===== src/rtl/trap_pkg.sv =====
package trap_pkg;
  localparam int BYTE_W = 8;
  localparam logic [BYTE_W-1:0] SWI_OPCODE = 8'h00;
  localparam logic [BYTE_W-1:0] PROG_FILL  = 8'h00;
  localparam logic [BYTE_W-1:0] DATA_FILL  = 8'hFF;

  // address counts as implemented when strictly below the limit
  function automatic logic below_limit(input logic [31:0] addr, input logic [31:0] limit);
    return addr < limit;
  endfunction

  function automatic logic is_swi(input logic [BYTE_W-1:0] op);
    return op == SWI_OPCODE;
  endfunction
endpackage


===== src/rtl/addr_window.sv =====
module addr_window #(
  parameter int W     = 16,
  parameter int LIMIT = 4096
) (
  input  logic [W-1:0] addr,
  output logic         hit
);
  localparam longint SPAN = longint'(1) << W;

  generate
    if (longint'(LIMIT) >= SPAN) begin : g_full
      assign hit = 1'b1;
    end else begin : g_part
      assign hit = trap_pkg::below_limit(32'(addr), 32'(LIMIT));
    end
  endgenerate
endmodule


===== src/rtl/fill_mux.sv =====
module fill_mux #(
  parameter logic [7:0] FILL = 8'h00
) (
  input  logic       hit,
  input  logic [7:0] raw,
  output logic [7:0] rd
);
  always_comb begin
    rd = hit ? raw : FILL;
  end
endmodule


===== src/rtl/swi_detect.sv =====
module swi_detect (
  input  logic       clk,
  input  logic       rst_n,
  input  logic       fetch,
  input  logic [7:0] opcode,
  output logic       trap
);
  logic swi_seen;
  assign swi_seen = fetch && trap_pkg::is_swi(opcode);

  always_ff @(posedge clk) begin
    if (!rst_n) trap <= 1'b0;
    else        trap <= swi_seen;
  end

  // no request in the first cycle out of reset
  a_r10_quiet_after_reset: assert property (@(posedge clk)
    $rose(rst_n) |-> !trap);
endmodule


===== src/rtl/undef_addr_trap.sv =====
module undef_addr_trap #(
  parameter int PADDR_W    = 16,
  parameter int DADDR_W    = 8,
  parameter int PROG_LIMIT = 4096,
  parameter int DATA_LIMIT = 128
) (
  input  logic               clk,
  input  logic               rst_n,
  input  logic               fetch_stb,
  input  logic [PADDR_W-1:0] pc_addr,
  input  logic [7:0]         pmem_raw,
  output logic [7:0]         pmem_out,
  input  logic [DADDR_W-1:0] dmem_addr,
  input  logic [7:0]         dmem_raw,
  output logic [7:0]         dmem_out,
  output logic               trap_req
);
  import trap_pkg::*;

  logic prog_hit;
  logic data_hit;

  addr_window #(.W(PADDR_W), .LIMIT(PROG_LIMIT)) u_prog_win (
    .addr(pc_addr), .hit(prog_hit));

  addr_window #(.W(DADDR_W), .LIMIT(DATA_LIMIT)) u_data_win (
    .addr(dmem_addr), .hit(data_hit));

  fill_mux #(.FILL(PROG_FILL)) u_prog_fill (
    .hit(prog_hit), .raw(pmem_raw), .rd(pmem_out));

  fill_mux #(.FILL(DATA_FILL)) u_data_fill (
    .hit(data_hit), .raw(dmem_raw), .rd(dmem_out));

  swi_detect u_swi (
    .clk(clk), .rst_n(rst_n), .fetch(fetch_stb),
    .opcode(pmem_out), .trap(trap_req));

  // decoder miss seen through the fill path yields the fill byte
  a_r2_prog_fill: assert property (@(posedge clk) disable iff (!rst_n)
    !prog_hit |-> pmem_out == PROG_FILL);

  // decoder miss on data side yields all ones
  a_r4_data_fill: assert property (@(posedge clk) disable iff (!rst_n)
    !data_hit |-> dmem_out == DATA_FILL);

  // any fetch outside program memory must end in a trap next cycle
  a_r9_runaway_traps: assert property (@(posedge clk) disable iff (!rst_n)
    (fetch_stb && !prog_hit) |=> trap_req);

  // a request only ever follows a fetch
  a_r7_only_after_fetch: assert property (@(posedge clk) disable iff (!rst_n)
    trap_req |-> $past(fetch_stb));

  // a request only ever follows the interrupt opcode
  a_r8_only_after_swi: assert property (@(posedge clk) disable iff (!rst_n)
    trap_req |-> $past(pmem_out) == SWI_OPCODE);

  // a swi fetch always gives a request next cycle
  a_r6_swi_pulse: assert property (@(posedge clk) disable iff (!rst_n)
    (fetch_stb && pmem_out == SWI_OPCODE) |=> trap_req);
endmodule


===== config.mk =====
export PLATFORM = sky130hd
export DESIGN_NAME = undef_addr_trap
export DESIGN_NICKNAME = d
export VERILOG_FILES = /design/src/rtl/trap_pkg.sv /design/src/rtl/addr_window.sv /design/src/rtl/fill_mux.sv /design/src/rtl/swi_detect.sv /design/src/rtl/undef_addr_trap.sv
export SDC_FILE = /design/constraint.sdc
export NUM_CORES = 1
export LEC_CHECK = 0
export ABC_CLOCK_PERIOD_IN_PS = 800
export BUFFER_PORTS_ARGS = -buffer_cell sky130_fd_sc_hd__buf_4
export CAP_MARGIN = 20
export CORE_AREA = 4 4 41 43
export CTS_BUF_LIST = sky130_fd_sc_hd__clkbuf_4
export CTS_CLUSTER_DIAMETER = 40
export DETAILED_ROUTE_END_ITERATION = 10
export DIE_AREA = 0 0 45 47
export HOLD_SLACK_MARGIN = 0.15
export PLACE_DENSITY = 0.73
export SETUP_SLACK_MARGIN = 0.02
export SYNTH_ARGS = -nofsm -noshare
export SYNTH_HDL_FRONTEND = slang
export SYNTH_SLANG_ARGS = --single-unit
export TNS_END_PERCENT = 30

===== constraint.sdc =====
create_clock -name clk -period 0.8 [get_ports clk]
set_input_delay 0 -clock clk [delete_from_list [all_inputs] [get_ports clk]]
set_output_delay 0 -clock clk [all_outputs]
set_load 0.05 [all_outputs]

==> flow_summary.yaml <==
outcome:
  status: "complete, but fails checks"
  violations: "negative setup slack"
die:
  start_util_pct: 12.8
  core-area_um2: 1300
  dieArea_um2: 2120
  die_w_um: 45
  rows: 13
  die_h_um: 47
  ios: 60
finish:
  seq_area_um2: 20.0
  largest_reg_flops: 1
  regMostFlops: "u_swi.trap"
  layout.cells.non_filler: 81
  fin_nets: 111
  utilization_pct: 45.9
  final_common_cell: "buf_4"
  mostFrequentLayoutCells: "31 x buf_4, 8 x and2_4, 8 x or2_2, 8 x buf_8, 3 x buf_6"
  drive_gt1_share_pct: 90.9
  fillers: 126
  multiInputGateArea_um2: 166
  diodes: 0
  areaGrowthSynthToFinish_pct: 259
  stdcell_area_um2: 597
  largestRegisters: "u_swi.trap: 1 flops"
sta:
  max-slew-margin-rel_pct: 81.6
  period_minus_slack_ns: 0.833
  period_share_pct: 104
  slew_viol_final: 0
  max_freq_mhz: 1200
  rsz0062_at_grt: "yes"
  hold_violations: 0
  holdWs_ns: 0.234
  finalSetupViolations: 9
  finalSetupTns_ns: -0.165
  worst_pin_slew_ns: 0.273
  worst_slack_ns: -0.0330
critical_path:
  crit_fanout: 4
  path_class: "in -> out"
  worstPathCellList: "buf_6 > nor4_4 > buf_2 > and2_4 > buf_8"
  cp.arrival_ns: 0.83
  cp_slowest_cell: "nor4_4"
  slowest_delay_ns: 0.27
  critPathCaptureType: "primary output"
  crit_required_ns: 0.80
  worstSetupStartpointType: "input pin"
power_and_ir_drop:
  power.total_uw: 371
  ir_worst_vdd_mv: 0.376
  power_density_nw_per_um2: 621
  p_leak_nw: 0.300
drt:
  via_per_inst: 3.83
  drc: 0
  dr.first_iter.drc_count: 0
  detail_route.wl_per_cell_um: 10.8
  num_vias: 310
  wl_um: 876
  dr.pass1.iters: 1
  ant_nets: 0
global_route:
  grt_pass1_vias: 271
  antenna_found_initial: 0
  grt_max_degree: 9
  track_usage_pct: 7.80
  grt_remaining_overflow: 0
  grt_pass1_wl_mm: 1.28
placement:
  place_area_um2: 495
  gp_congestion: 0.671
  buffer_ports.inserted: 40
  hpwlAfterDp_um: 762
  dp_slack_ns: -0.119
  dp.cells: 79
logic_synthesis:
  synth.distinct_cells: 7
  ys_seq_area_share_pct: 12.0
  syn_area_um2: 166
  syn_nets: 66
  ys_warn_count: 0
  ys_ff_latch: 1
  synthCells: 23
  synth_area_per_cell_um2: 7.24
worst_hold_path:
  hp-class: "in -> reg"
clock_network:
  clk_pin_slew_ns: 0
  ctsHoldBuffers: 0
job:
  maxCapViolations: 0
[layout make-up]
cell class | instances | area share, %
sequential | 1 | 3.35
tap | 15 | 3.14
multi-input combinational | 22 | 27.9
timing repair buffer | 43 | 65.6
[critical path, delay by kind of cell]
family | cells | cell delay [ns]
simple gates | 2 | 0.42
buf+inv | 3 | 0.42
[cells by family (layout without fill, tap and decap cells)]
group                  after synthesis  after routing  share of synthesized area (%)
AO/OA/AOI/OAI                        1              1                           3.00
flip-flops                           1              1                           12.0
AND/OR/NAND/NOR                     21             21                           85.0
buffers and inverters                0             43                              0
[Yosys cell counts, drive strengths merged]
cell / instances / area [µm²]
and2: 8 / 50.1
or2: 8 / 50.1
nor4: 3 / 33.8
nand2: 2 / 7.51
a21oi: 1 / 5.00
dfxtp: 1 / 20.0
[power breakdown]
| part | internal (mW) | switching (mW) |
|---|---|---|
| clock network | 0 | 0 |
| registers | 0.0538 | 0.000710 |
| logic | 0.153 | 0.163 |
| total | 0.207 | 0.164 |
[per-layer routing]
metal / part of all wire [%] / wire, µm / up-vias / global-route usage [%]
met2: 56 / 493 / 20 / 17.5
met4: 0 / 0 / 0 / 1.17
met5: 0 / 0 / - / 0
li1: - / - / 162 / -
met1: 26 / 232 / 128 / 6.76
met3: 17 / 149 / 0 / 1.92
[worst paths after layout]
path,start,end,slack [ns],depth (start not counted)
worst max-delay path,pc_addr[15],pmem_out[5],-0.03,5
worst min-delay path,fetch_stb,u_swi.trap$_SDFF_PN0_,0.23,3
[repair_timing]
| item | in CTS | in global routing |
|---|---|---|
| buffers inserted | 1 | 0 |
| pin swaps | 9 | 2 |
| setup endpoints to repair | 9 | 9 |
| resized for setup | 27 | 1 |
| cloned | 1 | 0 |
Power figures use the tool's default switching activity.
